File: config.mk
export PLATFORM = sky130hd
export DESIGN_NAME = cache_prog_status
export DESIGN_NICKNAME = d
export VERILOG_FILES = /design/src/rtl/cps_pkg.sv /design/src/rtl/cps_cmd_gate.sv /design/src/rtl/cps_flags.sv /design/src/rtl/cps_results.sv /design/src/rtl/cache_prog_status.sv
export SDC_FILE = /design/constraint.sdc
export NUM_CORES = 1
export LEC_CHECK = 0
export ABC_AREA = 1
export BUFFER_PORTS_ARGS = -buffer_cell sky130_fd_sc_hd__buf_2
export CORE_MARGIN = 2
export CORE_UTILIZATION = 45
export DETAILED_ROUTE_END_ITERATION = 8
export PLACE_DENSITY = 0.71
export SLEW_MARGIN = 20
export SYNTH_ARGS = -nofsm -noshare
export SYNTH_HDL_FRONTEND = slang
export SYNTH_SLANG_ARGS = --single-unit
File: constraint.sdc
create_clock -name clk -period 1.5 [get_ports clk]
set_clock_uncertainty 0.2 [all_clocks]
set_input_delay 0.225 -clock clk [delete_from_list [all_inputs] [get_ports clk]]
set_output_delay 0.225 -clock clk [all_outputs]
set_load 0.01 [all_outputs]
File: src/rtl/cps_pkg.sv
package cps_pkg;
  localparam int unsigned STAT_W  = 8;
  localparam int unsigned B_CUR   = 0;
  localparam int unsigned B_PREV  = 1;
  localparam int unsigned B_PBRDY = 5;
  localparam int unsigned B_DCRDY = 6;
  localparam int unsigned B_WP    = 7;

  typedef enum logic {RB_PAGE = 1'b0, RB_CACHE = 1'b1} rb_src_e;

  typedef struct packed {
    logic fail;
    logic valid;
  } result_t;

  function automatic logic [STAT_W-1:0] pack_status(input logic pb_rdy, input logic dc_rdy,
                                                    input logic wp_n, input result_t cur,
                                                    input result_t prev);
    logic [STAT_W-1:0] s;
    s          = '0;
    s[B_CUR]   = pb_rdy & cur.valid & cur.fail;
    s[B_PREV]  = dc_rdy & prev.valid & prev.fail;
    s[B_PBRDY] = pb_rdy;
    s[B_DCRDY] = dc_rdy;
    s[B_WP]    = wp_n;
    return s;
  endfunction

  function automatic logic rb_level(input rb_src_e src, input logic pb_rdy, input logic dc_rdy);
    return (src == RB_CACHE) ? dc_rdy : (pb_rdy & dc_rdy);
  endfunction
endpackage

File: src/rtl/cps_cmd_gate.sv
module cps_cmd_gate (
  input  logic clk,
  input  logic rst_n,
  input  logic load_stb,
  input  logic last_stb,
  input  logic cache_stb,
  input  logic reset_stb,
  input  logic wp_n,
  input  logic dc_rdy,
  output logic prog_go,
  output logic go_cache
);
  logic load_armed;
  logic load_ok;

  assign load_ok  = load_stb & wp_n & dc_rdy & ~reset_stb;
  assign prog_go  = load_armed & wp_n & dc_rdy & ~reset_stb & (last_stb | cache_stb);
  assign go_cache = cache_stb & ~last_stb;

  always_ff @(posedge clk) begin
    if (!rst_n)         load_armed <= 1'b0;
    else if (reset_stb) load_armed <= 1'b0;
    else if (prog_go)   load_armed <= 1'b0;
    else if (load_ok)   load_armed <= 1'b1;
  end

  // a program strobe can never be taken while write protect is active
  assert_wp_blocks_R9: assert property (@(posedge clk) disable iff (!rst_n)
    (!wp_n) |-> !prog_go);
endmodule

File: src/rtl/cps_flags.sv
module cps_flags
  import cps_pkg::*;
(
  input  logic    clk,
  input  logic    rst_n,
  input  logic    reset_stb,
  input  logic    prog_go,
  input  logic    go_cache,
  input  logic    pgm_done,
  input  logic    xfer_done,
  output logic    pb_rdy,
  output logic    dc_rdy,
  output rb_src_e rb_src,
  output logic    done_ok,
  output logic    seq_start
);
  logic pb_busy, dc_busy, final_flag, seq_active;
  logic xfer_ok, seq_end;

  assign pb_rdy    = ~pb_busy;
  assign dc_rdy    = ~dc_busy;
  assign done_ok   = pgm_done & pb_busy & ~reset_stb;
  assign xfer_ok   = xfer_done & dc_busy & (~pb_busy | done_ok) & ~reset_stb;
  assign seq_start = prog_go & ~seq_active;
  assign seq_end   = done_ok & final_flag & ~dc_busy;

  always_ff @(posedge clk) begin
    if (!rst_n || reset_stb) begin
      pb_busy    <= 1'b0;
      dc_busy    <= 1'b0;
      final_flag <= 1'b0;
      seq_active <= 1'b0;
      rb_src     <= RB_PAGE;
    end else begin
      if (prog_go)      dc_busy <= 1'b1;
      else if (xfer_ok) dc_busy <= 1'b0;
      if (xfer_ok)      pb_busy <= 1'b1;
      else if (done_ok) pb_busy <= 1'b0;
      if (prog_go) begin
        rb_src     <= rb_src_e'(go_cache);
        final_flag <= ~go_cache;
      end
      if (prog_go)      seq_active <= 1'b1;
      else if (seq_end) seq_active <= 1'b0;
    end
  end

  // the page buffer turns busy only as cached data leaves the cache
  assert_buf_fill_R6: assert property (@(posedge clk) disable iff (!rst_n)
    $rose(pb_busy) |-> $fell(dc_busy));
  // the page buffer cannot stay busy across an accepted completion without a refill
  assert_done_frees_R7: assert property (@(posedge clk) disable iff (!rst_n)
    (pgm_done && pb_busy && !xfer_done && !reset_stb) |=> pb_rdy);
endmodule

File: src/rtl/cps_results.sv
module cps_results
  import cps_pkg::*;
(
  input  logic    clk,
  input  logic    rst_n,
  input  logic    clr,
  input  logic    seq_start,
  input  logic    done_ok,
  input  logic    pgm_pass,
  output result_t cur,
  output result_t prev
);
  always_ff @(posedge clk) begin
    if (!rst_n || clr) begin
      cur  <= '{fail: 1'b0, valid: 1'b0};
      prev <= '{fail: 1'b0, valid: 1'b0};
    end else if (seq_start) begin
      cur.valid  <= 1'b0;
      prev.valid <= 1'b0;
    end else if (done_ok) begin
      prev <= cur;
      cur  <= '{fail: ~pgm_pass, valid: 1'b1};
    end
  end

  // the older slot receives what the newer slot held one cycle before
  assert_history_shift_R7: assert property (@(posedge clk) disable iff (!rst_n)
    (done_ok && !clr && !seq_start) |=> (prev == $past(cur)) && cur.valid);
  // the reset command leaves both slots at pass
  assert_clear_pass_R10: assert property (@(posedge clk) disable iff (!rst_n)
    clr |=> (!cur.fail && !prev.fail));
endmodule

File: src/rtl/cache_prog_status.sv
module cache_prog_status
  import cps_pkg::*;
(
  input  logic              clk,
  input  logic              rst_n,
  input  logic              load_stb,
  input  logic              last_stb,
  input  logic              cache_stb,
  input  logic              status_stb,
  input  logic              reset_stb,
  input  logic              pgm_done,
  input  logic              pgm_pass,
  input  logic              xfer_done,
  input  logic              wp_n,
  output logic [STAT_W-1:0] status_q,
  output logic              busy_n
);
  logic    prog_go, go_cache, pb_rdy, dc_rdy, done_ok, seq_start;
  rb_src_e rb_src;
  result_t cur, prev;
  logic [STAT_W-1:0] status_now;

  cps_cmd_gate u_gate (
    .clk(clk), .rst_n(rst_n), .load_stb(load_stb), .last_stb(last_stb),
    .cache_stb(cache_stb), .reset_stb(reset_stb), .wp_n(wp_n), .dc_rdy(dc_rdy),
    .prog_go(prog_go), .go_cache(go_cache)
  );

  cps_flags u_flags (
    .clk(clk), .rst_n(rst_n), .reset_stb(reset_stb), .prog_go(prog_go),
    .go_cache(go_cache), .pgm_done(pgm_done), .xfer_done(xfer_done),
    .pb_rdy(pb_rdy), .dc_rdy(dc_rdy), .rb_src(rb_src), .done_ok(done_ok),
    .seq_start(seq_start)
  );

  cps_results u_res (
    .clk(clk), .rst_n(rst_n), .clr(reset_stb), .seq_start(seq_start),
    .done_ok(done_ok), .pgm_pass(pgm_pass), .cur(cur), .prev(prev)
  );

  assign status_now = pack_status(pb_rdy, dc_rdy, wp_n, cur, prev);
  assign busy_n     = rb_level(rb_src, pb_rdy, dc_rdy);

  always_ff @(posedge clk) begin
    if (!rst_n)          status_q <= '0;
    else if (status_stb) status_q <= status_now;
  end

  // a busy page buffer hides the current result in the captured byte
  assert_cur_hidden_R3: assert property (@(posedge clk) disable iff (!rst_n)
    (status_stb && !pb_rdy) |=> !status_q[B_CUR]);
  // a busy data cache hides the previous result in the captured byte
  assert_prev_hidden_R4: assert property (@(posedge clk) disable iff (!rst_n)
    (status_stb && !dc_rdy) |=> !status_q[B_PREV]);
  // the cache turns busy only if write protect was off on that edge
  assert_cache_wp_R5: assert property (@(posedge clk) disable iff (!rst_n)
    $fell(dc_rdy) |-> $past(wp_n));
  // the reset command releases the ready/busy level on the next cycle
  assert_ffh_ready_R10: assert property (@(posedge clk) disable iff (!rst_n)
    reset_stb |=> (busy_n && pb_rdy && dc_rdy));
endmodule

# Word-level counts from Yosys, hierarchy flattened
# Cells that the tools add are included.
[word_totals]
register_bits = 15
input_bits = 11
out_inout_bits = 9
elab_cells = 58
[classes]
mux = 7
bitwise = 32
n_reduce_logical = 8
[op_table]
columns = ["operator", "count"]
rows = [
  ["AND 1 bit", 21],
  ["inverter 1 bit", 9],
  ["2-to-1 mux 1 bit", 7],
  ["nonzero test 2 bit", 3],
  ["OR reduction 3 bit", 1],
  ["OR 1 bit", 2],
  ["AND reduction 2 bit", 1],
  ["OR reduction 2 bit", 1],
  ["zero test 1 bit", 1],
  ["logical OR 1 bit", 1],
]

# Longest topological paths before layout
# Gate-level depths: netlist of run 1.
[logic_depth]
word_depth = 7
depth_mapped = 7
ltp_nobuf = 7

# By module
# Synthesis of run 1 repeated with hierarchy kept, for this count alone.
[hier_totals]
hier_cells = 107
area_unflattened_um2 = 710.7
[modules_own_cells]
columns = ["module", "n_inst", "cells_per_inst", "area_per_inst_um2", "seq_area_each_um2"]
rows = [
  ["cache_prog_status", 1, 33, 224.0, 100.1],
  ["cps_flags", 1, 31, 216.5, 100.1],
  ["cps_results", 1, 25, 176.4, 80.1],
  ["cps_cmd_gate", 1, 18, 93.8, 20.0],
]

# Least setup slack after synthesis of run 1
# No wires, ideal clock.
[synth_timing]
path_type = "flip-flop to flip-flop"
start = "register u_flags.dc_busy"
end = "register, netlist name u_res.cur[1]"
setup_time_ps = 115
arrival_time_ps = 837
required_time_ps = 1185
setup_slack_ps = 348
path_stages_with_launch = 5
path_buffers = 0
synth_period_minus_slack_ps = 1152
cell_sequence = "dfxtp_1 -> nor2_4 -> nand4_4 -> a21oi_1 -> nor2_1"
[synth_via]
elab_chain_len = 7
[synth_rtl]
columns = ["element", "line", "rtl"]
rows = [
  ["start: declaration", "cps_flags.sv:17", "logic pb_busy, dc_busy, final_flag, seq_active;"],
  ["start signal: assignment", "cps_flags.sv:30", "dc_busy <= 1'b0;"],
  ["start signal: assignment", "cps_flags.sv:35", "if (prog_go) dc_busy <= 1'b1;"],
  ["start signal: assignment", "cps_flags.sv:36", "else if (xfer_ok) dc_busy <= 1'b0;"],
  ["inverter 1 bit", "cps_flags.sv:21", "assign dc_rdy = ~dc_busy;"],
  ["AND 1 bit (3 in a row)", "cps_cmd_gate.sv:17", "assign prog_go = load_armed & wp_n & dc_rdy & ~reset_stb & (last_stb | cache_stb);"],
  ["AND 1 bit", "cps_flags.sv:24", "assign seq_start = prog_go & ~seq_active;"],
  ["inverter 1 bit (no source line)", "n/a", ""],
  ["AND reduction 2 bit (no source line)", "n/a", ""],
]
# No other way between the ends.
# A chain may end at the register's enable or synchronous reset.

# Worst setup path after layout of run 1
[layout_timing]
start = "input port cache_stb"
end = "register u_flags.final_flag"
[layout_via]
elab_chain_len = 2
elab_cells_between_ends = 4
classes_between = "4 x bitwise"
[layout_rtl]
columns = ["element", "line", "rtl"]
rows = [
  ["start: declaration", "cache_prog_status.sv:8", "input logic cache_stb,"],
  ["OR 1 bit / AND 1 bit (equally long branches)", "cps_cmd_gate.sv:17, cps_cmd_gate.sv:18", ""],
  ["AND 1 bit / inverter 1 bit (equally long branches)", "cps_cmd_gate.sv:17, cps_flags.sv:41", ""],
  ["end signal: assignment", "cps_flags.sv:41", "final_flag <= ~go_cache;"],
  ["end: declaration", "cps_flags.sv:17", ""],
]
# Several ways; a longest one is shown, not always the timed one.

==> results of run 1 <==
-- worst max-delay path by stage --
stage	from	endpoint	slack [ns]	cells after the start
after global placement	u_flags.dc_busy	u_res.prev[1]	0.26	4
after CTS	last_stb	u_flags.final_flag	0.03	8
after floorplan	u_flags.dc_busy	u_res.cur[1]	0.35	4
after detailed placement	u_flags.dc_busy	u_res.prev[1]	0.24	4
after global routing	cache_stb	u_flags.final_flag	-0.02	8
final	cache_stb	u_flags.final_flag	0.06	8
-- tightest hold or removal path: stages --
cell and delay [ns]:
buf_2 0.08, a31oi_1 0.09, nor3_2 0.08
-- cell type report --
| type | count | share of cell area (%) |
|---|---|---|
| Multi-Input combinational cell | 60 | 39.14 |
| Sequential cell | 15 | 35.60 |
| Timing Repair Buffer | 20 | 14.18 |
| Inverter | 12 | 5.465 |
| Clock buffer | 3 | 2.659 |
| Tap cell | 16 | 2.363 |
| Clock inverter | 1 | 0.5908 |
-- per-stage QoR --
stage               setup slack, ns  hold slack, ns  total power (uW)  area (um2)
finish                      0.05551         0.01596             716.8       847.1
global route               -0.01545         0.01933             747.8       847.1
CTS                         0.03272         0.01002             724.6       838.3
detailed placement           0.2447          0.2534             477.4       770.7
global placement             0.2557          0.2492             476.4       770.7
floorplan                    0.3483          0.1599             454.8       693.2
-- power by group through the flow --
stage	Clock (uW)	Combinational, uW	Sequential (uW)
final	238	71.4	407
after global placement	0	60.4	416
after floorplan	0	35.9	419
after global routing	260	79.7	408
after detailed placement	0	61.1	416
after CTS	248	69.3	407
-- cell families (layout without fill, tap and decap cells) --
logic type	Yosys count	count (layout)	synth area share [%]
simple gates	42	42	33.94
compound gates	15	15	11.68
flops	15	15	43.80
buf+inv	15	36	10.04
other cells	1	3	0.5469
-- what timing repair did --
item | in CTS | in global routing
gates resized for setup | 0 | 4
hold endpoints to repair | 3 | 0
endpoints found under the setup margin | 0 | 3
hold buffers | 4 | 0
-- placed cells by master, fill, tap and decap left out --
cell,n
nand2_1,17
buf_2,16
dfxtp_1,14
nor2_1,10
a21oi_1,10
inv_1,9
dlygate4sd3_1,4
nor2_4,3
nand2_2,3
conb_1,3
clkbuf_4,3
inv_2,2
o21ai_0,2
nand4_1,2
nand3_1,2
clkinv_2,2
nand4_4,1
nand3_4,1
a31oi_1,1
nor3_2,1
nor3_1,1
o21ai_1,1
nand3_2,1
a21oi_2,1
dfxtp_2,1
-- per-layer routing --
layer	wire, um	vias up
met4	22	0
met5	0	-
met3	108	4
li1	-	321
met1	625	268
met2	539	24
==> results.md, run 1 <==
* Run status: finished clean
* CTS root buf: clkbuf_4
* Part of the power in combinational logic at 10.0%
* DRC at 0
* Finished Layout Cells at 127
* Clock slew at reported path FFs at 0.10 ns
* Crit start category: input port
* Mean area per synthesized cell at 7.792 um2
* R2R Path Start: u_flags.dc_busy
* Flop pwr share at 56.8%
* Max FFs per register at 5
* Initial DRC count at 7
* Crit-path cells: dlygate4sd3_1 -> buf_2 -> inv_1 -> nand2_2 -> nand3_4 -> clkinv_2 -> o21ai_1 -> nor2_1
* CP delay by family, top: buffers and inverters
* GRT Util Overall at 16.11%
* DP Wirelength at 1002 um
* Largest net degree at the start of global routing at 10
* Core Rows at 14
* Gr ovfl total at 0
* Fin util at 57.57%
* Fmax at 0.6923 GHz
* Fill cell count at 138
* Synth cell types at 23
* Worst Path Required at 1.50 ns
* Arrival time at the worst endpoint at 1.44 ns
* Final WL at 1295 um
* Worst hold path class: in -> reg
* CTS buffer count at 3
* Yosys warns at 0
* Post-synth top area share at 43.80%
* Grt met2 use at 22.12%
* Most area-consuming cells after synthesis: dfxtp_1 (44%), nand2_1 (9.9%), a21oi_1 (7.3%)
* Setup bufs post-CTS at 0
* Initial antenna violation count at 0
* Area taken by flip-flops and latches at 301.5 um2
* Tcrit/Tclk final at 96.30%
* Biggest registers after layout: status_q x5, u_res.cur x2, u_res.prev x2
* Power density cells at 846.2 nW/um2
* # diodes at 0
* GRT Max-Usage Layer: met2
* Hold_sp: load_stb
* CTS max path bufs at 2
* Layout area overhead at 23.54%
* GPL Wtd Cong at 0.7775
* Die width at 43.04 um
* DR vias at 617
* Count leader, synth: nand2_1
* Nets at 123
* Setup TNS at 0 ns
* Main synth FF type: dfxtp_1
* Fin. max-slew vios at 0
* Number of I/O pins at 20
* H-tree depth at 1
* Asr flop ratio synth at 0%
* Dpl cells at 119
* Critical path type: in -> reg
* DR pass1 iterations at 4
* Final setup viols at 0
* Vias/cell at 4.858
* Reg2Reg Capture Point: u_res.prev[1]
* VDD IR-drop max at 0.0006029 V
* Slowest-stage cell, CP: dlygate4sd3_1
* Initial core utilization at 46.60%
* Synth Instances at 88
* CTS Sinks at 15
* Fraction of power spent switching nets at 25.66%
* Max FO, Critical Path at 5
* M1 GR Usage at 22.07%
* Reg-to-reg slack, setup at 0.22 ns
* Critical path endpoint category: flop
* Endpoints failing hold at 0
* Seq/Total Area, Yosys at 43.80%
* LEAKAGE at 0.0003451 uW
* Share of cells above drive strength 1 at 31.53%
* Die height at 43.04 um
* Die area at 1852 um2
* Worst Hold Path Cells at 3
* Area occupied by multi-input gates at 331.6 um2
* Internal at 532.9 uW
* Top reg by flops: status_q
* Drt wl/cell at 10.20 um
* Vias in the first global route at 519
* Mapped Area at 685.7 um2
* Clock power frac at 33.3%
* First-pass GRT wire length at 2152 um
* Reg2Reg Depth at 4
* Worst Hold End: u_gate.load_armed
* Cell taking the most area after synthesis: dfxtp_1
* Worst Path Buf+Inv at 4
* Final ANT Viol Nets at 0
* Max-cap viol count at 0
* Core Area at 1471 um2
* Met3 Use GR at 6.383%
* Clk_lat worst skew at 0.29 ns
* Synth Register Bits at 15
* PortBufs at 16
* RSZ-0062 raised after global routing: true
* Largest stage delay on the critical path at 0.54 ns
* Minimum clock period after layout at 1.444 ns
* CTS tree: yes
* Number of synthesized flops with an enable pin at 0
* Sw Pwr at 183.9 uW
* Top post-synthesis cells by count: nand2_1 (18), dfxtp_1 (15), a21oi_1 (10), inv_1 (10), nor2_1 (10)
Note: power is estimated with default switching activity, not from simulation.
==> run 2: changes to the inputs <==
- CTS_BUF_LIST: unset -> sky130_fd_sc_hd__clkbuf_8
==> run 2 against run 1 <==
  * Clock power grew 39%
  * Cell area is 3.5% lower
  * Power increased by 12%
  * First-iteration DRC count is the same
  * Critical path depth fell by 4
  * Wire length shrank 2.9%
  * Final cell count decreased by 3.1%
  * Global-route usage fell by 0.44 points
  * Die area unchanged
  * Via count down 4.4%
  * Maximum frequency increased by 3.4%
  * Clock-buffer cell count is the same
  * Largest cell class unchanged
  * Largest power group unchanged
  * Highest routed layer unchanged
==> results.md, run 2 (synthesis gave the netlist of run 1 again) <==
* DRC at 0 (unchanged)
* Core Area at 1471 um2 (unchanged)
* Clock slew at reported path FFs at 0.07 ns (-0.03 ns)
* H-tree depth at 1 (unchanged)
* Fmax at 0.7157 GHz (+3.4%)
* CTS Sinks at 15 (unchanged)
* Final ANT Viol Nets at 0 (unchanged)
* Nets at 119 (-3.3%)
* CTS resizes at 0 (unchanged)
* Drt wl/cell at 10.23 um (+0.30%)
* DR pass1 iterations at 4 (unchanged)
* Endpoints failing hold at 0 (unchanged)
* Final setup viols at 0 (unchanged)
* Layout area overhead at 19.16%
* Die height at 43.04 um (unchanged)
* Gr ovfl total at 0 (unchanged)
* Tcrit/Tclk final at 93.15% (-3.2 points)
* Die area at 1852 um2 (unchanged)
* Fin. max-slew vios at 0 (unchanged)
* Top reg by flops: status_q
* Final WL at 1258 um (-2.9%)
* # diodes at 0 (unchanged)
* Slack of the critical path at 0.1028 ns (+0.04730 ns)
* CTS max path bufs at 2 (unchanged)
* Commonest non-fill, non-tap cell in the layout: nand2_1
* GPL Wtd Cong at 0.7775 (unchanged)
* Largest net degree at the start of global routing at 10 (unchanged)
* Initial core utilization at 46.60% (unchanged)
* Largest stage delay on the critical path at 0.36 ns (-0.18 ns)
* Setup bufs post-CTS at 0 (unchanged)
* Most frequent cells in the layout: nand2_1 (18), buf_2 (16), dfxtp_1 (15)
* Clk_lat worst skew at 0.25 ns (-0.04 ns)
* PortBufs at 16 (unchanged)
* Area taken by flip-flops and latches at 300.3 um2 (-0.41%)
* LEAKAGE at 0.0003356 uW (-2.8%)
* First-pass GRT wire length at 2090 um (-2.9%)
* Power density cells at 979.4 nW/um2 (+16%)
* Die width at 43.04 um (unchanged)
* Crit-path cells: inv_1 -> nor2_1 -> nor2_1 -> buf_2
* Area occupied by multi-input gates at 324.1 um2 (-2.3%)
* Setup TNS at 0 ns (unchanged)
* Share of cells above drive strength 1 at 29.91% (-1.6 points)
* GRT Util Overall at 15.67% (-0.44 points)
* Minimum setup slack after placement at 0.2447 ns (unchanged)
* Initial DRC count at 7 (unchanged)
* Worst hold path class: in -> reg
* Critical path type: reg -> out
* Initial antenna violation count at 0 (unchanged)
* RSZ-0062 raised after global routing: false
* CTS tree: yes
* Hold-fix buffers, CTS at 0 (-4)
* Worst path most repeated cell: nor2_1
* Slowest-stage cell, CP: dfxtp_1
* VDD IR-drop max at 0.0007734 V (+28%)
* Max FFs per register at 5 (unchanged)
* Hold Slack at 0.01384 ns (-0.002118 ns)
* Minimum clock period after layout at 1.397 ns (-0.04730 ns)
* Vias/cell at 4.797 (-1.3%)
* DP Wirelength at 1002 um (unchanged)
* Arrival time at the worst endpoint at 0.97 ns (-0.47 ns)
* Biggest registers after layout: status_q x5, u_res.cur x2, u_res.prev x2
* DR vias at 590 (-4.4%)
* CTS buffer count at 3 (unchanged)
* Run status: finished clean
* Fill cell count at 142 (+2.9%)
* CTS root buf: clkbuf_8
* Vias in the first global route at 506 (-2.5%)
* Max FO, Critical Path at 3 (-2)
* Worst Path Required at 1.07 ns (-0.43 ns)
* Core Rows at 14 (unchanged)
* Crit start category: flop
* Max-cap viol count at 0 (unchanged)
* Critical path endpoint category: primary output
* Number of I/O pins at 20 (unchanged)
==> run 2: cell count changes in the layout (fill, tap and decap cells not counted), sizes merged <==
cell         before  now
dlygate4sd3       4    0
==> run 2: path summary, 6_finish.rpt <==
| check | startpoint | to | slack [ns] | cells after the start |
|---|---|---|---|---|
| setup / recovery | u_flags.pb_busy | busy_n | 0.10 | 4 |
| hold / removal | rst_n | status_q[7] | 0.01 | 3 |
| setup reg to reg | u_flags.dc_busy | u_res.prev[1] | 0.23 | 4 |
| hold reg to reg | status_q[0] | status_q[0] | 0.26 | 2 |
==> run 2: critical path: cells and delay by family, from the launching register on <==
family	cells	cell delay, ns
buffers and inverters	2	0.23
AND/OR/NAND/NOR	2	0.14
flip-flops	1	0.36
==> run 2: through the flow <==
stage          instances  utilization [%]  total power (uW)  area (um2)
2_1_floorplan         90                -             454.8       693.2
3_3_place_gp         119            52.38             476.4       770.7
3_5_place_dp         119            52.38             477.4       770.7
4_1_cts              123            55.53             810.6       817.0
5_1_grt              123            55.53             832.8       817.0
6_report             123            55.53             800.2       817.0
==> run 2: where the power goes <==
part	internal (uW)	switching (uW)	total, uW	leakage [uW]
Sequential	405	2.74	407	0.000122
Clock	184	148	332	0.0000255
Combinational	21.9	39.0	60.9	0.000188
==> run 2: routing by layer <==
| layer | vias up | GRT usage (%) | wire length [um] |
|---|---|---|---|
| met5 | - | 0 | 0 |
| met4 | 0 | 7.273 | 19 |
| met3 | 4 | 6.809 | 101 |
| met2 | 20 | 20.61 | 504 |
| met1 | 254 | 21.81 | 631 |
| li1 | 312 | - | - |
==> run 2: area by class of cell <==
cell class	count	area share, %
Multi-Input combinational cell	60	39.66
Sequential cell	15	36.75
Timing Repair Buffer	16	9.801
Clock buffer	3	5.054
Tap cell	16	2.450
Inverter	12	5.666
Clock inverter	1	0.6126
